**config.mk**
```make
export PLATFORM = sky130hd
export DESIGN_NAME = i2cx_cmd_decoder
export DESIGN_NICKNAME = d
export VERILOG_FILES = /design/src/rtl/i2cx_pkg.sv /design/src/rtl/i2cx_ctrl.sv /design/src/rtl/i2cx_dpath.sv /design/src/rtl/i2cx_cmd_decoder.sv
export SDC_FILE = /design/constraint.sdc
export NUM_CORES = 1
export LEC_CHECK = 0
export ABC_CLOCK_PERIOD_IN_PS = 6010
export BUFFER_PORTS_ARGS = -buffer_cell sky130_fd_sc_hd__buf_2
export CELL_PAD_IN_SITES_DETAIL_PLACEMENT = 0
export CELL_PAD_IN_SITES_GLOBAL_PLACEMENT = 1
export CORE_MARGIN = 4
export CORE_UTILIZATION = 47
export CTS_CLUSTER_DIAMETER = 200
export CTS_CLUSTER_SIZE = 14
export DETAILED_ROUTE_END_ITERATION = 8
export PLACE_DENSITY_LB_ADDON = 0.1
export SLEW_MARGIN = 15
export SYNTH_ARGS = -nofsm -noshare
export SYNTH_HDL_FRONTEND = slang
export SYNTH_HIERARCHICAL = 1
export SYNTH_SLANG_ARGS = --single-unit
```
**constraint.sdc**
```tcl
create_clock -name clk -period 6.01 [get_ports clk]
set_clock_uncertainty 0.05 [all_clocks]
set_input_delay 0.9015 -clock clk [delete_from_list [all_inputs] [get_ports clk]]
set_output_delay 0.9015 -clock clk [all_outputs]
set_load 0.03 [all_outputs]
```
**src/rtl/i2cx_pkg.sv**
```systemverilog
package i2cx_pkg;
  localparam logic [7:0] OP_ENABLE    = 8'h06;
  localparam logic [7:0] OP_DISABLE   = 8'h04;
  localparam logic [7:0] OP_IRQ_EN_WR = 8'h66;
  localparam logic [7:0] OP_IRQ_EN_RD = 8'h6A;
  localparam logic [7:0] OP_IRQ_ST_RD = 8'h65;
  localparam logic [7:0] OP_IRQ_CLR   = 8'h61;
  localparam logic [7:0] OP_GPO_WR    = 8'h01;
  localparam logic [7:0] OP_GPI_RD    = 8'h05;
  localparam logic [7:0] OP_MEM_WR    = 8'h02;
  localparam logic [7:0] OP_MEM_RD    = 8'h0B;

  typedef enum logic [2:0] {TX_ONES, TX_GPI, TX_IRQEN, TX_IRQST, TX_MEM} txSrc_t;

  typedef struct packed {
    logic   setEn;
    logic   clrEn;
    logic   latchPort;
    logic   gpoWr;
    logic   latchBase;
    logic   bufWr;
    logic   startCommit;
    logic   txLoad;
    logic   rdStep;
    txSrc_t txSrc;
  } strobes_t;
endpackage

```
**src/rtl/i2cx_ctrl.sv**
```systemverilog
module i2cx_ctrl
  import i2cx_pkg::*;
#(
  parameter int NUM_PORTS  = 4,
  parameter int BURST_LEN  = 8,
  parameter logic [6:0] SLAVE_ADDR = 7'h09
) (
  input  logic clk,
  input  logic rstN,
  input  logic evStart,
  input  logic evStop,
  input  logic rxValid,
  input  logic [7:0] rxByte,
  input  logic txReq,
  input  logic enableIn,
  output logic ackValid,
  output logic ackBit,
  output strobes_t stb,
  output logic [$clog2(BURST_LEN)-1:0] bufIdx,
  output logic irqEnWr,
  output logic irqClr,
  output logic [7:0] irqWdata
);
  localparam int CW = $clog2(BURST_LEN + 1);
  localparam int BW = $clog2(BURST_LEN);
  localparam logic [CW-1:0] LAST = CW'(BURST_LEN - 1);
  localparam logic [CW-1:0] BURST = CW'(BURST_LEN);
  localparam logic [7:0] PORT_LIMIT = 8'(NUM_PORTS);

  typedef enum logic [2:0] {
    PH_IDLE, PH_ADDR, PH_CMD, PH_OPER, PH_DATA, PH_DONE, PH_READ, PH_IGNORE
  } phase_t;

  phase_t phase, phaseNx;
  logic [7:0] opcode, opcodeNx;
  logic pending, pendingNx;
  logic [CW-1:0] cnt, cntNx;
  logic ack, enWrNx, clrNx;

  always_comb begin
    phaseNx = phase;
    opcodeNx = opcode;
    pendingNx = pending;
    cntNx = cnt;
    ack = 1'b0;
    enWrNx = 1'b0;
    clrNx = 1'b0;
    stb = '0;
    stb.txSrc = TX_ONES;
    if (evStop) begin
      phaseNx = PH_IDLE;
      pendingNx = 1'b0;
    end else if (evStart) begin
      phaseNx = PH_ADDR;
    end else if (rxValid) begin
      case (phase)
        PH_ADDR: begin
          if (rxByte[7:1] == SLAVE_ADDR) begin
            ack = 1'b1;
            cntNx = '0;
            if (rxByte[0]) phaseNx = PH_READ;
            else begin
              phaseNx = PH_CMD;
              pendingNx = 1'b0;
            end
          end else phaseNx = PH_IGNORE;
        end
        PH_CMD: begin
          cntNx = '0;
          opcodeNx = rxByte;
          phaseNx = PH_IGNORE;
          case (rxByte)
            OP_ENABLE:  begin ack = 1'b1; stb.setEn = 1'b1; phaseNx = PH_DONE; end
            OP_DISABLE: begin ack = 1'b1; stb.clrEn = 1'b1; phaseNx = PH_DONE; end
            OP_IRQ_EN_RD, OP_IRQ_ST_RD: begin
              ack = 1'b1; pendingNx = 1'b1; phaseNx = PH_DONE;
            end
            OP_IRQ_EN_WR, OP_IRQ_CLR: begin ack = 1'b1; phaseNx = PH_DATA; end
            OP_GPO_WR, OP_GPI_RD, OP_MEM_WR, OP_MEM_RD:
              if (enableIn) begin ack = 1'b1; phaseNx = PH_OPER; end
            default: ack = 1'b0;
          endcase
        end
        PH_OPER: begin
          if (opcode == OP_GPO_WR || opcode == OP_GPI_RD) begin
            if (rxByte < PORT_LIMIT) begin
              ack = 1'b1;
              stb.latchPort = 1'b1;
              if (opcode == OP_GPO_WR) phaseNx = PH_DATA;
              else begin phaseNx = PH_DONE; pendingNx = 1'b1; end
            end else phaseNx = PH_IGNORE;
          end else begin
            ack = 1'b1;
            stb.latchBase = 1'b1;
            if (opcode == OP_MEM_WR) phaseNx = PH_DATA;
            else begin phaseNx = PH_DONE; pendingNx = 1'b1; end
          end
        end
        PH_DATA: begin
          ack = 1'b1;
          case (opcode)
            OP_IRQ_EN_WR: begin enWrNx = 1'b1; phaseNx = PH_DONE; end
            OP_IRQ_CLR:   begin clrNx = 1'b1; phaseNx = PH_DONE; end
            OP_GPO_WR:    begin stb.gpoWr = 1'b1; phaseNx = PH_DONE; end
            default: begin
              stb.bufWr = 1'b1;
              cntNx = cnt + 1'b1;
              if (cnt == LAST) begin
                stb.startCommit = 1'b1;
                phaseNx = PH_DONE;
              end
            end
          endcase
        end
        default: ack = 1'b0;
      endcase
    end else if (txReq) begin
      stb.txLoad = 1'b1;
      if (phase == PH_READ) begin
        if (cnt != '1) cntNx = cnt + 1'b1;
        if (pending) begin
          case (opcode)
            OP_GPI_RD:    if (cnt == '0) stb.txSrc = TX_GPI;
            OP_IRQ_EN_RD: if (cnt == '0) stb.txSrc = TX_IRQEN;
            OP_IRQ_ST_RD: if (cnt == '0) stb.txSrc = TX_IRQST;
            OP_MEM_RD: if (cnt < BURST) begin
              stb.txSrc = TX_MEM;
              stb.rdStep = 1'b1;
            end
            default: stb.txSrc = TX_ONES;
          endcase
        end
      end
    end
  end

  assign bufIdx = cnt[BW-1:0];

  always_ff @(posedge clk) begin
    if (!rstN) begin
      phase <= PH_IDLE;
      opcode <= '0;
      pending <= 1'b0;
      cnt <= '0;
      ackValid <= 1'b0;
      ackBit <= 1'b0;
      irqEnWr <= 1'b0;
      irqClr <= 1'b0;
      irqWdata <= '0;
    end else begin
      phase <= phaseNx;
      opcode <= opcodeNx;
      pending <= pendingNx;
      cnt <= cntNx;
      ackValid <= rxValid && !evStart && !evStop;
      ackBit <= ack;
      irqEnWr <= enWrNx;
      irqClr <= clrNx;
      if (rxValid) irqWdata <= rxByte;
    end
  end

  AST_FOREIGN_NACK: assert property (@(posedge clk) disable iff (!rstN)
    (rxValid && !evStart && !evStop && phase == PH_IGNORE) |=> (ackValid && !ackBit));
  AST_EXTRA_NACK: assert property (@(posedge clk) disable iff (!rstN)
    (rxValid && !evStart && !evStop && phase == PH_DONE) |=> (ackValid && !ackBit));
  AST_STOP_CLEARS: assert property (@(posedge clk) disable iff (!rstN)
    evStop |=> (phase == PH_IDLE && !pending));
endmodule

```
**src/rtl/i2cx_dpath.sv**
```systemverilog
module i2cx_dpath
  import i2cx_pkg::*;
#(
  parameter int NUM_PORTS = 4,
  parameter int BURST_LEN = 8,
  parameter int MEM_AW    = 8
) (
  input  logic clk,
  input  logic rstN,
  input  strobes_t stb,
  input  logic [7:0] rxByte,
  input  logic [$clog2(BURST_LEN)-1:0] bufIdx,
  input  logic [8*NUM_PORTS-1:0] gpiFlat,
  input  logic [7:0] memRdata,
  input  logic [7:0] irqEnIn,
  input  logic [7:0] irqStatIn,
  output logic enableOut,
  output logic [8*NUM_PORTS-1:0] gpoFlat,
  output logic [MEM_AW-1:0] memAddr,
  output logic [7:0] memWdata,
  output logic memWe,
  output logic txValid,
  output logic [7:0] txByte
);
  localparam int PW = $clog2(NUM_PORTS);
  localparam int BW = $clog2(BURST_LEN);
  localparam logic [BW-1:0] LAST_IDX = BW'(BURST_LEN - 1);

  logic [PW-1:0] portSel;
  logic [MEM_AW-1:0] base, rdIdx;
  logic [7:0] bufR [BURST_LEN];
  logic commitActive;
  logic [BW-1:0] commitIdx;
  logic [7:0] gpiByte;

  assign gpiByte = gpiFlat[{portSel, 3'b000} +: 8];

  for (genvar g = 0; g < NUM_PORTS; g++) begin : gPort
    logic [7:0] portReg;
    always_ff @(posedge clk) begin
      if (!rstN) portReg <= '0;
      else if (stb.gpoWr && portSel == PW'(g)) portReg <= rxByte;
    end
    assign gpoFlat[8*g +: 8] = portReg;
  end

  always_ff @(posedge clk) begin
    if (stb.bufWr) bufR[bufIdx] <= rxByte;
  end

  always_ff @(posedge clk) begin
    if (!rstN) begin
      enableOut <= 1'b0;
      portSel <= '0;
      base <= '0;
      rdIdx <= '0;
      commitActive <= 1'b0;
      commitIdx <= '0;
      txValid <= 1'b0;
      txByte <= 8'hFF;
    end else begin
      if (stb.setEn) enableOut <= 1'b1;
      else if (stb.clrEn) enableOut <= 1'b0;
      if (stb.latchPort) portSel <= rxByte[PW-1:0];
      if (stb.latchBase) begin
        base <= rxByte[MEM_AW-1:0];
        rdIdx <= '0;
      end else if (stb.rdStep) rdIdx <= rdIdx + 1'b1;
      if (stb.startCommit) begin
        commitActive <= 1'b1;
        commitIdx <= '0;
      end else if (commitActive) begin
        commitIdx <= commitIdx + 1'b1;
        if (commitIdx == LAST_IDX) commitActive <= 1'b0;
      end
      txValid <= stb.txLoad;
      if (stb.txLoad) begin
        case (stb.txSrc)
          TX_GPI:   txByte <= gpiByte;
          TX_IRQEN: txByte <= irqEnIn;
          TX_IRQST: txByte <= irqStatIn;
          TX_MEM:   txByte <= memRdata;
          default:  txByte <= 8'hFF;
        endcase
      end
    end
  end

  assign memAddr  = base + (commitActive ? {{(MEM_AW-BW){1'b0}}, commitIdx} : rdIdx);
  assign memWdata = bufR[commitIdx];
  assign memWe    = commitActive;

  AST_WE_NEEDS_ENABLE: assert property (@(posedge clk) disable iff (!rstN)
    memWe |-> enableOut);
  AST_BURST_ADDR_STEP: assert property (@(posedge clk) disable iff (!rstN)
    (memWe && $past(memWe)) |-> (memAddr == MEM_AW'($past(memAddr) + 1'b1)));
  AST_GPO_HELD_WHEN_OFF: assert property (@(posedge clk) disable iff (!rstN)
    (!enableOut && !$past(enableOut)) |-> $stable(gpoFlat));
endmodule

```
**src/rtl/i2cx_cmd_decoder.sv**
```systemverilog
module i2cx_cmd_decoder
  import i2cx_pkg::*;
#(
  parameter int NUM_PORTS = 4,
  parameter int BURST_LEN = 8,
  parameter int MEM_AW    = 8,
  parameter logic [6:0] SLAVE_ADDR = 7'h09
) (
  input  logic clk,
  input  logic rstN,
  input  logic evStart,
  input  logic evStop,
  input  logic rxValid,
  input  logic [7:0] rxByte,
  output logic ackValid,
  output logic ackBit,
  input  logic txReq,
  output logic txValid,
  output logic [7:0] txByte,
  input  logic [8*NUM_PORTS-1:0] gpiIn,
  output logic [8*NUM_PORTS-1:0] gpoOut,
  output logic enableOut,
  output logic [MEM_AW-1:0] memAddr,
  output logic [7:0] memWdata,
  output logic memWe,
  input  logic [7:0] memRdata,
  output logic irqEnWr,
  output logic irqClr,
  output logic [7:0] irqWdata,
  input  logic [7:0] irqEnIn,
  input  logic [7:0] irqStatIn
);
  strobes_t stb;
  logic [$clog2(BURST_LEN)-1:0] bufIdx;

  i2cx_ctrl #(.NUM_PORTS(NUM_PORTS), .BURST_LEN(BURST_LEN), .SLAVE_ADDR(SLAVE_ADDR)) ctrl_i (
    .clk(clk), .rstN(rstN), .evStart(evStart), .evStop(evStop),
    .rxValid(rxValid), .rxByte(rxByte), .txReq(txReq), .enableIn(enableOut),
    .ackValid(ackValid), .ackBit(ackBit), .stb(stb), .bufIdx(bufIdx),
    .irqEnWr(irqEnWr), .irqClr(irqClr), .irqWdata(irqWdata)
  );

  i2cx_dpath #(.NUM_PORTS(NUM_PORTS), .BURST_LEN(BURST_LEN), .MEM_AW(MEM_AW)) dpath_i (
    .clk(clk), .rstN(rstN), .stb(stb), .rxByte(rxByte), .bufIdx(bufIdx),
    .gpiFlat(gpiIn), .memRdata(memRdata), .irqEnIn(irqEnIn), .irqStatIn(irqStatIn),
    .enableOut(enableOut), .gpoFlat(gpoOut), .memAddr(memAddr),
    .memWdata(memWdata), .memWe(memWe), .txValid(txValid), .txByte(txByte)
  );
endmodule

```
==> results.ini <==
[sta]
rsz0062_at_grt=false
post-route-period-util=0.672
hold_viol_final=0
fin_setup_tns_ns=0
period_needed_ns=4.04
worst_slew_pin_slew_ns=1.03
whs_ns=0.449
setup_viol=0
slew_violations=0
slew-limit-headroom=0.314
fmax_mhz=248

[clock_tree]
cts_buffer_depth=2
clock_latency_ns=0.42
cts_sinks=159
clk_pin_slew_ns=0.06
h-tree-depth=4
cts_root_buf=clkbuf_16
cts_tree=done
numCtsBuffers=17
post-cts-setup-buffers=0
post_cts_resize_count=0
holdBufCountCts=0

[worst_setup_path]
max_stage_delay_ns=0.64
end_kind=primary output
cp_cell_sequence=mux2i_1, inv_1, ha_1, a211oi_1, o21ai_0, o31ai_1, xnor2_1, buf_2
critPathKind=reg2out
r2r-start=ctrl_i/opcode[5]$_SDFFE_PN0P_
crit_path_top_delay_cell=dfxtp_1
path_buf_inv=2
cp_top_family=compound AO/OA/AOI/OAI gates
path_max_fanout=13
crit_required_ns=5.06
critPathLaunchType=flip-flop
crit_path_start=dpath_i/memWe$_SDFF_PN0_
arrival_ns=3.09

[detailed_routing]
drtPass1Iterations=5
drt-wirelength-per-cell_um=18.8
vias=5676
avgViaCountPerCell=5.56
drtAntennaViolNets=0
routed_wl_um=19200
remaining_drc_errors=0
drtIter0Drc=314

[synth]
yosysTopAreaCellShare=0.252
synth_cell_type_count=67
synth_flop_cell=dfxtp_1
synth_most_common_cell=dfxtp_1
synth.area.top_cells=edfxtp_1 25%, dfxtp_1 25%, mux2i_1 7.6%
synth_top_area_cell=edfxtp_1
syn_inst=669
synthArstFlopShare=0
syn_nets=752
synth-seq-cells=159
synth.yosys.seq_area_share=0.502
yosysWarnings=6
syn_avg_cell_area_um2=11.4
synth_common_cells=95 x dfxtp_1, 64 x edfxtp_1, 58 x mux2i_1, 55 x nor2b_1, 52 x nor2_1
syn-cell-area_mm2=0.00762
synth_edf_count=64

[placed_design]
dp_cells=989
gp_congestion=0.925
hpwl_um=13500
port_buffers=140

[pwr]
powerDensity_mw_per_mm2=249
peakVddDrop_mv=0.212
power_leakage_uw=0.00355

[floorplanning]
core-area_mm2=0.0159
die_y_um=135
die_w_um=135
start_util=0.480
row_count=46
dieArea_mm2=0.0183
ioPinCount=141

[global_route]
antenna_found_initial=0
grt_overflow=0
grt_use_total=0.212
grt_pass1_vias=5541
grt_pass1_wl_um=30000
grt_start_max_net_pins=63

[finish]
layout-drive-gt1-share=0.262
final_util=0.566
num_antenna_cells=0
nNetsFinal=875
fin_cells=1021
multi_input_area_mm2=0.00354
area_growth_pct=18.0
seqCellArea_mm2=0.00382
num-fill-cells=1414

[outcome]
outcome=complete, no violations

[flow_run]
maxCapViolations=0

[worst_hold_path]
min-delay-start=dpath_i/rdIdx[7]$_SDFFE_PP0P_
hold_class=reg2reg

cells by family after synthesis:
kind of cell / synth area share
AND/OR/NAND/NOR: 0.183
buffers and inverters: 0.0355
AO/OA/AOI/OAI: 0.0731
adder cells (fa/ha/maj): 0.0223
XOR/XNOR: 0.0149
flip-flops: 0.502
multiplexers: 0.169
worst reg2reg max path: cells and delay by family (launching register included):
| kind | cells | cell delay (ns) |
|---|---|---|
| AND/OR/NAND/NOR | 5 | 2.46 |
| flip-flops | 1 | 0.36 |
| AO/OA/AOI/OAI | 1 | 0.14 |
cell type report:
cell class                      instances  share of cell area
Inverter                               14             0.00584
Tap cell                              216              0.0300
Clock inverter                         13              0.0135
Timing Repair Buffer                  147              0.0837
Sequential cell                       159               0.425
Multi-Input combinational cell        453               0.394
Clock buffer                           19              0.0481
power breakdown:
part	internal (uW)	total (uW)	leakage, uW	switching [uW]
Clock	547	1010	0.000272	461
Combinational	37.7	103	0.00194	65.3
Sequential	1120	1130	0.00134	3.22
state kept, by name, summed over array words and instances (netlist names), 2 cells and up, named ones only:
signal and flops:
dpath_i/bufR 64, dpath_i/gPort.portReg 32, ctrl_i/irqWdata 8, ctrl_i/opcode 8, dpath_i/base 8, dpath_i/rdIdx 8, dpath_i/txByte 8, ctrl_i/cnt 4
ctrl_i/phase 3, dpath_i/commitIdx 3, dpath_i/portSel 2
routing by layer:
layer | vias up | global-route usage | part of all wire
met5 | - | 0 | 0
met2 | 238 | 0.346 | 0.48
met3 | 25 | 0.0449 | 0.070
met4 | 0 | 0.0644 | 0.015
met1 | 2688 | 0.286 | 0.43
li1 | 2725 | - | -
cell usage in the layout (no fill, tap or decap), types with 14 or more instances in the layout:
cell	synthesis	layout
mux2i_1	58	58
nor2_1	52	52
nand3_1	17	17
nor2b_1	55	55
nand2_1	44	44
dfxtp_1	95	95
mux4_1	15	15
clkbuf_16	0	17
edfxtp_1	64	64
nor3_1	18	16
buf_2	10	140
a21oi_1	28	28
nand2b_1	14	14
worst paths after layout:
path	end	slack (ns)	cells past startpoint
worst max-delay path	memAddr[7]	1.97	8
worst min-delay path	dpath_i/rdIdx[7]$_SDFFE_PP0P_	0.45	2
worst max register to register	dpath_i/rdIdx[7]$_SDFFE_PP0P_	2.92	6
worst min register to register	dpath_i/rdIdx[7]$_SDFFE_PP0P_	0.45	2
through the flow:
stage | power, uW | area (um^2) | worst slack, ns
after floorplan | 1200 | 7620 | 2.34
after global placement | 1250 | 8440 | 1.83
after detailed placement | 1250 | 8440 | 1.68
after CTS | 2260 | 8990 | 1.93
after global routing | 2320 | 9000 | 1.77
final | 2240 | 9000 | 1.97
Note: power is estimated with default switching activity, not from simulation.
